**config.mk**
```make
export PLATFORM = sky130hd
export DESIGN_NAME = gis_top
export DESIGN_NICKNAME = d
export VERILOG_FILES = /design/src/rtl/gis_pkg.sv /design/src/rtl/gis_regs.sv /design/src/rtl/gis_detect.sv /design/src/rtl/gis_pending.sv /design/src/rtl/gis_top.sv
export SDC_FILE = /design/constraint.sdc
export NUM_CORES = 1
export LEC_CHECK = 0
export CAP_MARGIN = 15
export CORE_MARGIN = 8
export CORE_UTILIZATION = 35
export CTS_CLUSTER_SIZE = 24
export DETAILED_ROUTE_END_ITERATION = 10
export SETUP_SLACK_MARGIN = 0.3
export SLEW_MARGIN = 5
export SYNTH_ARGS = -nofsm -noshare
export SYNTH_HDL_FRONTEND = slang
export SYNTH_SLANG_ARGS = --single-unit
```
**constraint.sdc**
```tcl
create_clock -name clk -period 3.6 [get_ports clk]
set_input_delay 0.72 -clock clk [delete_from_list [all_inputs] [get_ports clk]]
set_output_delay 0.72 -clock clk [all_outputs]
set_load 0.1 [all_outputs]
```
**src/rtl/gis_pkg.sv**
```systemverilog
package gis_pkg;

  // Register byte offsets
  localparam int OFF_DETEN  = 'h00;
  localparam int OFF_UNMASK = 'h04;
  localparam int OFF_MASK   = 'h08;
  localparam int OFF_RAW    = 'h0C;
  localparam int OFF_STATUS = 'h10;
  localparam int OFF_CLEAR  = 'h14;
  localparam int OFF_SENSE  = 'h20;

  localparam int FIELD_W = 4;

  typedef enum logic [2:0] {
    SNS_RISE = 3'd0,
    SNS_FALL = 3'd1,
    SNS_HIGH = 3'd2,
    SNS_LOW  = 3'd3,
    SNS_BOTH = 3'd4
  } sense_kind_e;

  // Returns {level_event, edge_event} for one pin
  function automatic logic [1:0] sense_eval(input logic [2:0] kind,
                                            input logic cur, input logic prv);
    logic lvl, edg;
    lvl = 1'b0;
    edg = 1'b0;
    case (kind)
      SNS_RISE: edg = cur & ~prv;
      SNS_FALL: edg = ~cur & prv;
      SNS_HIGH: lvl = cur;
      SNS_LOW:  lvl = ~cur;
      SNS_BOTH: edg = cur ^ prv;
      default: begin
        lvl = 1'b0;
        edg = 1'b0;
      end
    endcase
    return {lvl, edg};
  endfunction

  // Byte offset of the sense word that holds a pin
  function automatic int sense_offset(input int pin, input int fields_per_word);
    return OFF_SENSE + 4 * (pin / fields_per_word);
  endfunction

  // Lowest bit of a pin's field inside its sense word
  function automatic int sense_lsb(input int pin, input int fields_per_word);
    return FIELD_W * (pin % fields_per_word);
  endfunction

endpackage

```
**src/rtl/gis_regs.sv**
```systemverilog
module gis_regs
  import gis_pkg::*;
#(
  parameter int NPINS  = 32,
  parameter int DATA_W = 32,
  parameter int ADDR_W = 8,
  localparam int FPW   = DATA_W / FIELD_W,
  localparam int NSREG = (NPINS + FPW - 1) / FPW
) (
  input  logic                    clk,
  input  logic                    rst_n,
  input  logic                    bus_sel,
  input  logic                    bus_we,
  input  logic [ADDR_W-1:0]       bus_addr,
  input  logic [DATA_W-1:0]       bus_wdata,
  input  logic [NPINS-1:0]        pend_q,
  input  logic [NPINS-1:0]        status_w,
  output logic [NPINS-1:0]        det_en_q,
  output logic [NPINS-1:0]        unmask_q,
  output logic [NSREG*DATA_W-1:0] sense_flat,
  output logic [NPINS-1:0]        clr_vec,
  output logic                    wr_unmask,
  output logic                    wr_mask,
  output logic [DATA_W-1:0]       bus_rdata
);

  logic              wr;
  logic              wr_deten;
  logic              wr_clear;
  logic [NPINS-1:0]  wdata_pins;
  logic [DATA_W-1:0] sense_words [NSREG];

  assign wr         = bus_sel & bus_we;
  assign wr_deten   = wr && (bus_addr == ADDR_W'(OFF_DETEN));
  assign wr_unmask  = wr && (bus_addr == ADDR_W'(OFF_UNMASK));
  assign wr_mask    = wr && (bus_addr == ADDR_W'(OFF_MASK));
  assign wr_clear   = wr && (bus_addr == ADDR_W'(OFF_CLEAR));
  assign wdata_pins = bus_wdata[NPINS-1:0];
  assign clr_vec    = wr_clear ? wdata_pins : '0;

  // Detection enable: plain read/write
  always_ff @(posedge clk or negedge rst_n) begin
    if (!rst_n) begin
      det_en_q <= '0;
    end else if (wr_deten) begin
      det_en_q <= wdata_pins;
    end
  end

  // Interrupt enable: set by one register, cleared by another
  always_ff @(posedge clk or negedge rst_n) begin
    if (!rst_n) begin
      unmask_q <= '0;
    end else if (wr_unmask) begin
      unmask_q <= unmask_q | wdata_pins;
    end else if (wr_mask) begin
      unmask_q <= unmask_q & ~wdata_pins;
    end
  end

  // Sense words
  always_ff @(posedge clk or negedge rst_n) begin
    if (!rst_n) begin
      for (int r = 0; r < NSREG; r++) sense_words[r] <= '0;
    end else begin
      for (int r = 0; r < NSREG; r++) begin
        if (wr && (bus_addr == ADDR_W'(OFF_SENSE + 4 * r))) begin
          sense_words[r] <= bus_wdata;
        end
      end
    end
  end

  genvar gr;
  generate
    for (gr = 0; gr < NSREG; gr++) begin : g_flat
      assign sense_flat[gr*DATA_W +: DATA_W] = sense_words[gr];
    end
  endgenerate

  // Combinational read mux
  always_comb begin
    bus_rdata = '0;
    if (bus_addr == ADDR_W'(OFF_DETEN))  bus_rdata = DATA_W'(det_en_q);
    if (bus_addr == ADDR_W'(OFF_UNMASK)) bus_rdata = DATA_W'(unmask_q);
    if (bus_addr == ADDR_W'(OFF_RAW))    bus_rdata = DATA_W'(pend_q);
    if (bus_addr == ADDR_W'(OFF_STATUS)) bus_rdata = DATA_W'(status_w);
    for (int r = 0; r < NSREG; r++) begin
      if (bus_addr == ADDR_W'(OFF_SENSE + 4 * r)) bus_rdata = sense_words[r];
    end
  end

endmodule

```
**src/rtl/gis_detect.sv**
```systemverilog
module gis_detect
  import gis_pkg::*;
#(
  parameter int NPINS       = 32,
  parameter int SENSE_W     = 128,
  parameter int SYNC_STAGES = 2
) (
  input  logic               clk,
  input  logic               rst_n,
  input  logic [NPINS-1:0]   pin_in,
  input  logic [SENSE_W-1:0] sense_flat,
  output logic [NPINS-1:0]   edge_evt,
  output logic [NPINS-1:0]   level_evt
);

  genvar gi;
  generate
    for (gi = 0; gi < NPINS; gi++) begin : g_pin
      logic [SYNC_STAGES-1:0] chain_q;
      logic                   prev_q;
      logic                   smp;
      logic [FIELD_W-1:0]     code;
      logic [1:0]             hit;

      assign code = sense_flat[gi*FIELD_W +: FIELD_W];

      always_ff @(posedge clk or negedge rst_n) begin
        if (!rst_n) begin
          chain_q <= '0;
        end else begin
          chain_q <= {chain_q[SYNC_STAGES-2:0], pin_in[gi]};
        end
      end

      // Bit 3 chooses the direct path over the synchronizer
      assign smp = code[FIELD_W-1] ? pin_in[gi] : chain_q[SYNC_STAGES-1];

      always_ff @(posedge clk or negedge rst_n) begin
        if (!rst_n) begin
          prev_q <= 1'b0;
        end else begin
          prev_q <= smp;
        end
      end

      assign hit           = sense_eval(code[2:0], smp, prev_q);
      assign level_evt[gi] = hit[1];
      assign edge_evt[gi]  = hit[0];
    end
  endgenerate

endmodule

```
**src/rtl/gis_pending.sv**
```systemverilog
module gis_pending #(
  parameter int NPINS = 32
) (
  input  logic             clk,
  input  logic             rst_n,
  input  logic [NPINS-1:0] edge_evt,
  input  logic [NPINS-1:0] level_evt,
  input  logic [NPINS-1:0] det_en_q,
  input  logic [NPINS-1:0] clr_vec,
  output logic [NPINS-1:0] edge_hit,
  output logic [NPINS-1:0] level_hit,
  output logic [NPINS-1:0] pend_q
);

  logic [NPINS-1:0] pend_d;

  assign edge_hit  = edge_evt & det_en_q;
  assign level_hit = level_evt & det_en_q;

  // An edge beats a clear; a level loses to it and comes back next edge
  assign pend_d = edge_hit | ((pend_q | level_hit) & ~clr_vec);

  always_ff @(posedge clk or negedge rst_n) begin
    if (!rst_n) begin
      pend_q <= '0;
    end else begin
      pend_q <= pend_d;
    end
  end

endmodule

```
**src/rtl/gis_top.sv**
```systemverilog
module gis_top
  import gis_pkg::*;
#(
  parameter int NPINS       = 32,
  parameter int DATA_W      = 32,
  parameter int ADDR_W      = 8,
  parameter int SYNC_STAGES = 2,
  localparam int FPW        = DATA_W / FIELD_W,
  localparam int NSREG      = (NPINS + FPW - 1) / FPW,
  localparam int SENSE_W    = NSREG * DATA_W,
  localparam int NGROUP     = 2,
  localparam int HALF       = NPINS / NGROUP
) (
  input  logic              clk,
  input  logic              rst_n,
  input  logic [NPINS-1:0]  pin_in,
  input  logic              bus_sel,
  input  logic              bus_we,
  input  logic [ADDR_W-1:0] bus_addr,
  input  logic [DATA_W-1:0] bus_wdata,
  output logic [DATA_W-1:0] bus_rdata,
  output logic              irq_lo,
  output logic              irq_hi
);

  logic [NPINS-1:0]   det_en_q;
  logic [NPINS-1:0]   unmask_q;
  logic [SENSE_W-1:0] sense_flat;
  logic [NPINS-1:0]   clr_vec;
  logic               wr_unmask;
  logic               wr_mask;
  logic [NPINS-1:0]   edge_evt;
  logic [NPINS-1:0]   level_evt;
  logic [NPINS-1:0]   edge_hit;
  logic [NPINS-1:0]   level_hit;
  logic [NPINS-1:0]   pend_q;
  logic [NPINS-1:0]   status_w;
  logic [NGROUP-1:0]  irq_grp;

  assign status_w = pend_q & unmask_q;

  gis_regs #(
    .NPINS (NPINS),
    .DATA_W(DATA_W),
    .ADDR_W(ADDR_W)
  ) u_regs (
    .clk       (clk),
    .rst_n     (rst_n),
    .bus_sel   (bus_sel),
    .bus_we    (bus_we),
    .bus_addr  (bus_addr),
    .bus_wdata (bus_wdata),
    .pend_q    (pend_q),
    .status_w  (status_w),
    .det_en_q  (det_en_q),
    .unmask_q  (unmask_q),
    .sense_flat(sense_flat),
    .clr_vec   (clr_vec),
    .wr_unmask (wr_unmask),
    .wr_mask   (wr_mask),
    .bus_rdata (bus_rdata)
  );

  gis_detect #(
    .NPINS      (NPINS),
    .SENSE_W    (SENSE_W),
    .SYNC_STAGES(SYNC_STAGES)
  ) u_detect (
    .clk       (clk),
    .rst_n     (rst_n),
    .pin_in    (pin_in),
    .sense_flat(sense_flat),
    .edge_evt  (edge_evt),
    .level_evt (level_evt)
  );

  gis_pending #(
    .NPINS(NPINS)
  ) u_pend (
    .clk      (clk),
    .rst_n    (rst_n),
    .edge_evt (edge_evt),
    .level_evt(level_evt),
    .det_en_q (det_en_q),
    .clr_vec  (clr_vec),
    .edge_hit (edge_hit),
    .level_hit(level_hit),
    .pend_q   (pend_q)
  );

  genvar gg;
  generate
    for (gg = 0; gg < NGROUP; gg++) begin : g_irq
      assign irq_grp[gg] = |status_w[gg*HALF +: HALF];
    end
  endgenerate

  assign irq_lo = irq_grp[0];
  assign irq_hi = irq_grp[NGROUP-1];

endmodule

```
== Yosys cells after proc, flatten, opt, wreduce, memory -nomap -nowiden ==
Cells that the tools add are included.
Storage, ports and cells
  bits in registers: 320
  bits in latches: 0
  bits in writable memories: 0
  ROM bits: 0
  input port bits: 76
  logic and storage cells: 530
  memories: 0
Cells by class
  add/subtract/negate cells: 0
  multiply operators: 0
  div/mod/pow operators: 0
  $lt $le $gt $ge: 0
  equality and inequality tests: 137
  shifts and indexed selects: 0
  multiplexer cells: 107
  bitwise logic cells: 171
  reductions and logical operators: 44
Operator list (number)
  32-bit 2-to-1 mux: 11
  3-bit by 2-bit == test with 1-bit output (second input constant): 64
  32-bit AND: 5
  3-bit by 1-bit == test with 1-bit output (second input constant): 32
  3-bit == test (second input constant): 32
  3-bit zero test: 32
  32-bit OR: 3
  1-bit case mux with 3 select lines: 32
  1-bit AND: 65
  1-bit inverter: 64
  32-bit inverter: 2
  1-bit case mux with 2 select lines: 32
  8-bit by 6-bit == test with 1-bit output (second input constant): 4
  1-bit 2-to-1 mux: 32
  16-bit OR reduction: 2
  1-bit bitwise XOR: 32
  8-bit by 4-bit == test with 1-bit output (second input constant): 2
  8-bit by 5-bit == test with 1-bit output (second input constant): 2
  8-bit by 3-bit == test with 1-bit output (second input constant): 1
  1-bit logical AND: 8
  8-bit zero test: 1
  2-bit nonzero test: 1

== Depth between registers and ports, before layout ==
  depth after elaboration: 9
  depth in mapped cells: 7
  depth with buffers taken out: 7

== Cells and area by module ==
Synthesis repeated with hierarchy kept, for this count alone.
Unflattened totals
  cell total of the unflattened synthesis: 1601
  area, all modules: 17739.5 um2
By module, submodules not included
  gis_regs: times used 1, cells an instance 914, area an instance 10093.4 um2, sequential area each 4804.6 um2
  gis_detect: times used 1, cells an instance 454, area an instance 5492.8 um2, sequential area each 2402.3 um2
  gis_pending: times used 1, cells an instance 191, area an instance 1873.0 um2, sequential area each 800.8 um2
  gis_top: times used 1, cells an instance 42, area an instance 280.3 um2, sequential area each 0.0 um2

== Least setup slack after synthesis ==
Ideal clock, no wire load.
  path kind: input port to output port
  start: input bus_addr[3]
  end: output bus_rdata[11]
  arrival: 3.328 ns
  setup slack: -0.448 ns
  stages: 6
  path buffers: 2
  path through: buf_2 -> nor4_1 -> and2_1 -> clkbuf_1 -> nand3_1 -> a31oi_1
Between the ends
  cells in the longest elaborated chain, start to end: 9
  elaborated cells on any way between the ends: 16
  classes of those cells: eq/ne: 7; mux: 8; reduce/logical: 1
RTL lines
  from (decl): line gis_top.sv:19  | input logic [ADDR_W-1:0] bus_addr,
  8-bit zero test: line gis_regs.sv:84  | if (bus_addr == ADDR_W'(OFF_DETEN)) bus_rdata = DATA_W'(det_en_q);
  32-bit 2-to-1 mux: line gis_regs.sv:84
  32-bit 2-to-1 mux: line gis_regs.sv:85  | if (bus_addr == ADDR_W'(OFF_UNMASK)) bus_rdata = DATA_W'(unmask_q);
  32-bit 2-to-1 mux: line gis_regs.sv:86  | if (bus_addr == ADDR_W'(OFF_RAW)) bus_rdata = DATA_W'(pend_q);
  32-bit 2-to-1 mux: line gis_regs.sv:87  | if (bus_addr == ADDR_W'(OFF_STATUS)) bus_rdata = DATA_W'(status_w);
  32-bit 2-to-1 mux (3 in series): line gis_regs.sv:89  | if (bus_addr == ADDR_W'(OFF_SENSE + 4 * r)) bus_rdata = sense_words[r];
  32-bit 2-to-1 mux *: line gis_regs.sv:89
  to (decl): line gis_top.sv:21  | output logic [DATA_W-1:0] bus_rdata,
Mark *: on every way between the ends. The rest lies on a longest branch, timed or not.

== Worst setup path after layout ==
  start: input bus_addr[4]
  end: output bus_rdata[14]
The elaborated chain is that of the path after synthesis.

==> impl_metrics.xml <==
<?xml version="1.0" encoding="UTF-8"?>
<metrics>
  <group name="global_routing">
    <metric name="pin_count_of_the_biggest_net_entering_global_routing" unit="">73</metric>
    <metric name="grt.overflow.total" unit="">0</metric>
    <metric name="grt_first_pass_wirelength" unit="um">80000</metric>
    <metric name="grtUsageTotal" unit="%">18.4</metric>
    <metric name="antenna_found_initial" unit="">0</metric>
    <metric name="via_count_of_the_first_global_routing_pass" unit="">12801</metric>
  </group>
  <group name="synth">
    <metric name="post_synthesis_cell_area" unit="um^2">16800</metric>
    <metric name="post_synth_and_or_nand_nor_area_fraction" unit="%">6.18</metric>
    <metric name="synth_seq_area_share" unit="%">47.7</metric>
    <metric name="synth_top_family_by_area" unit="">multiplexers</metric>
    <metric name="synthesis_stage_register_bit_count" unit="">320</metric>
    <metric name="synth_compound_gate_area_share" unit="%">14.3</metric>
    <metric name="syn-num-nets" unit="">1544</metric>
    <metric name="ys.warnings.count" unit="">0</metric>
    <metric name="synthXorXnorAreaFrac" unit="%">1.67</metric>
    <metric name="synth_fa_ha_area_share" unit="%">4.77</metric>
    <metric name="synthCells" unit="">1404</metric>
    <metric name="synth_area_per_cell" unit="um^2">11.9</metric>
    <metric name="synthMuxAreaShare" unit="%">20.3</metric>
    <metric name="synth.distinct_cells" unit="">45</metric>
  </group>
  <group name="worst_setup_path">
    <metric name="required" unit="ps">2880</metric>
    <metric name="startpoint" unit="">bus_addr[4]</metric>
    <metric name="r2r-start" unit="">u_regs.sense_flat[71]</metric>
    <metric name="crit_path_top_delay_cell" unit="">sky130_fd_sc_hd__dlygate4sd2_1</metric>
    <metric name="r2r-end" unit="">u_pend.pend_q[17]</metric>
    <metric name="register_to_register_setup_slack" unit="ps">1620</metric>
    <metric name="critical_path_arrival" unit="ps">2470</metric>
    <metric name="critPathMaxStageDelay" unit="ps">430</metric>
    <metric name="worst_r2r_path_depth" unit="">6</metric>
    <metric name="critical_path.max_fanout" unit="">18</metric>
    <metric name="cp_cell_sequence" unit="">dlygate4sd2_1, nor2b_2, buf_4, a31oi_1, o22ai_1, o22a_2, buf_12</metric>
    <metric name="critPathCaptureType" unit="">output port</metric>
    <metric name="timing.critical_path.buf_inv" unit="">3</metric>
    <metric name="critical_path.startpoint_type" unit="">input pin</metric>
    <metric name="critical_path.top_delay_family" unit="">buffers and inverters</metric>
    <metric name="timing.critical_path.depth" unit="">7</metric>
    <metric name="critical_path_class" unit="">input pin to output port</metric>
    <metric name="crit_path_capture" unit="">bus_rdata[14]</metric>
  </group>
  <group name="floorplanning">
    <metric name="floorplan.initialDensity" unit="%">35.3</metric>
    <metric name="fp.dieArea" unit="um^2">55200</metric>
    <metric name="core-area" unit="um^2">47500</metric>
    <metric name="die-width" unit="um">235</metric>
    <metric name="num_io_pins" unit="">110</metric>
    <metric name="placement_rows" unit="">80</metric>
    <metric name="floorplan.die.height" unit="um">235</metric>
  </group>
  <group name="sta">
    <metric name="max_clk_rate" unit="MHz">313</metric>
    <metric name="final_period_minus_worst_setup_slack" unit="ps">3190</metric>
    <metric name="finalHoldViolations" unit="">0</metric>
    <metric name="setup_tns" unit="ps">0</metric>
    <metric name="setup-violations-final" unit="">0</metric>
    <metric name="worst_slew_margin_rel" unit="%">54.3</metric>
    <metric name="final.period_utilization" unit="%">88.7</metric>
    <metric name="smallest_hold_slack" unit="ps">137</metric>
    <metric name="drv_slew" unit="">0</metric>
    <metric name="post-route-worst-setup-slack" unit="ps">405</metric>
    <metric name="setup_repair_after_global_routing_missed_its_margin" unit="">no</metric>
    <metric name="clock_skew" unit="ps">15.2</metric>
    <metric name="timing_worst_slew_pin_value" unit="ps">667</metric>
  </group>
  <group name="layout">
    <metric name="mostFrequentLayoutCell" unit="">sky130_fd_sc_hd__dfrtp_1</metric>
    <metric name="area_growth" unit="%">22.6</metric>
    <metric name="antenna_cells" unit="">0</metric>
    <metric name="count_of_nets_after_finishing" unit="">1673</metric>
    <metric name="mostFrequentLayoutCells" unit="">sky130_fd_sc_hd__dfrtp_1 (320), sky130_fd_sc_hd__inv_1 (127), sky130_fd_sc_hd__mux2_1 (100)</metric>
    <metric name="drive_gt1_share" unit="%">18.2</metric>
    <metric name="finish.instance_area" unit="um^2">20600</metric>
  </group>
  <group name="run">
    <metric name="cap_viol_max_count" unit="">0</metric>
  </group>
  <group name="cts">
    <metric name="htree_num_levels" unit="">2</metric>
    <metric name="worst_skew_pair.late_latency" unit="ps">540</metric>
    <metric name="cts_tree" unit="">done</metric>
    <metric name="clk_root_buffer_cell" unit="">sky130_fd_sc_hd__clkbuf_16</metric>
    <metric name="cts.sinks" unit="">320</metric>
    <metric name="number_of_cts_inserted_buffers" unit="">37</metric>
    <metric name="clock_path_buffers" unit="">3</metric>
    <metric name="worst_setup_hold_path_clk_slew" unit="ps">60</metric>
  </group>
  <group name="route">
    <metric name="wl_per_cell" unit="um">23.6</metric>
    <metric name="drc" unit="">0</metric>
    <metric name="first_pass_iteration_count_of_the_detailed_router" unit="">5</metric>
    <metric name="drt_iter0_markers" unit="">1068</metric>
    <metric name="routed_via_density" unit="">5.66</metric>
    <metric name="routed_wl" unit="um">51200</metric>
    <metric name="detail-route-antenna-nets" unit="">0</metric>
    <metric name="detailroute.via_count" unit="">12297</metric>
  </group>
  <group name="place">
    <metric name="dp.final_hpwl" unit="um">36100</metric>
    <metric name="gp_congestion" unit="">0.893</metric>
    <metric name="port_buffers" unit="">109</metric>
    <metric name="placement.setup.worst_slack" unit="ps">158</metric>
    <metric name="area_of_placed_instances" unit="um^2">19300</metric>
  </group>
  <group name="worst_hold_path">
    <metric name="min_path_type" unit="">input pin to asynchronous set/reset pin</metric>
  </group>
  <group name="pwr">
    <metric name="static-leakage-power" unit="nW">9.42</metric>
    <metric name="p_per_area" unit="nW/um^2">426</metric>
    <metric name="ir_worst_vdd" unit="mV">0.308</metric>
  </group>
  <group name="run_status">
    <metric name="outcome" unit="">complete, no violations</metric>
  </group>
</metrics>
==> cell type report <==
| cell class | count | area [um^2] |
|---|---|---|
| flip-flops and latches | 320 | 8010 |
| clock buffers | 54 | 1110 |
| clock inverters | 8 | 119 |
| inverters | 127 | 477 |
| repair buffers | 159 | 1980 |
| well taps | 615 | 769 |
| fillers | 4331 | 27000 |
| multi-input cells | 888 | 8100 |
==> flip-flops by register name, indices dropped and copies added, names as in the netlist, named ones only <==
name / count
u_regs.det_en_q: 32
u_detect.g_pin.prev_q: 32
u_regs.sense_flat: 128
u_pend.pend_q: 32
u_detect.g_pin.chain_q: 64
==> stage by stage <==
step                      instances  power (mW)  utilization [%]
after CTS                      2171        8.84             43.2
after global routing           2171        9.10             43.2
after global placement         2109        4.93             40.6
after detailed placement       2109        4.96             40.6
final                          2171        8.75             43.2
after floorplan                1404        4.47                -
==> worst min-delay path by stage <==
stage	startpoint	endpoint	slack [ps]	cells after the start
finish	rst_n	u_detect.g_pin[0].chain_q[1]	140	1
global route	rst_n	u_detect.g_pin[0].chain_q[0]	170	1
CTS	rst_n	u_detect.g_pin[0].chain_q[0]	170	1
detailed placement	u_detect.g_pin[10].chain_q[0]	u_detect.g_pin[10].chain_q[1]	340	0
global placement	u_detect.g_pin[13].chain_q[0]	u_detect.g_pin[13].chain_q[1]	330	0
floorplan	u_detect.g_pin[0].chain_q[0]	u_detect.g_pin[0].chain_q[1]	330	0
==> power breakdown <==
group	internal (mW)	total [mW]	leakage (nW)	switching, mW
Sequential	3.78	3.99	4.21	0.217
Combinational	0.419	0.913	4.60	0.493
Clock	2.35	3.85	0.609	1.50
==> synthesized netlist by cell type (all sizes together) <==
cell type,count,share of area [%]
dfrtp,320,48
mux2,160,12
inv,127,2.8
nand2,76,1.7
mux2i,65,3.9
ha,64,4.8
a21oi,59,1.8
o21ai,43,1.3
nand3,37,1.1
a22o,36,1.9
clkbuf,35,0.78
buf,34,1.4
nor2b,33,1.2
a31oi,32,1.2
mux4,32,4.3
o22ai,32,1.2
xnor2,32,1.7
a32o,31,1.8
a41o,31,1.8
nor2,31,0.71
a2bb2oi,26,1.4
o22a,26,1.4
a22oi,8,0.36
nor3,7,0.24
nor4,5,0.35
or4,5,0.22
a221oi,4,0.21
and2,3,0.11
and3,2,0.075
nand2b,2,0.075
nand4,2,0.075
nor4b,1,0.14
o32ai,1,0.052
or2,1,0.037
or4b,1,0.060
==> cell families (layout without fill, tap and decap cells) <==
kind of cell	after synthesis	count (layout)
AO/OA/AOI/OAI	329	329
adder cells (fa/ha/maj)	64	64
flip-flops	320	320
multiplexers	257	257
buffers and inverters	196	348
AND/OR/NAND/NOR	206	206
XOR/XNOR	32	32
==> layer usage <==
metal | GRT usage (%) | wire length (um) | vias up
li1 | - | - | 5419
met1 | 26.0 | 23800 | 6329
met2 | 28.8 | 23300 | 461
met3 | 2.66 | 2780 | 88
met4 | 6.14 | 1350 | 0
met5 | 0 | 0 | -
==> repair_timing <==
| action | CTS | global route |
|---|---|---|
| endpoints found under the setup margin | 32 | 6 |
| buffers inserted | 0 | 0 |
| hold buffers | 0 | 0 |
| resized for setup | 7 | 1 |
| gates cloned | 0 | 0 |
Note: power is estimated with default switching activity, not from simulation.
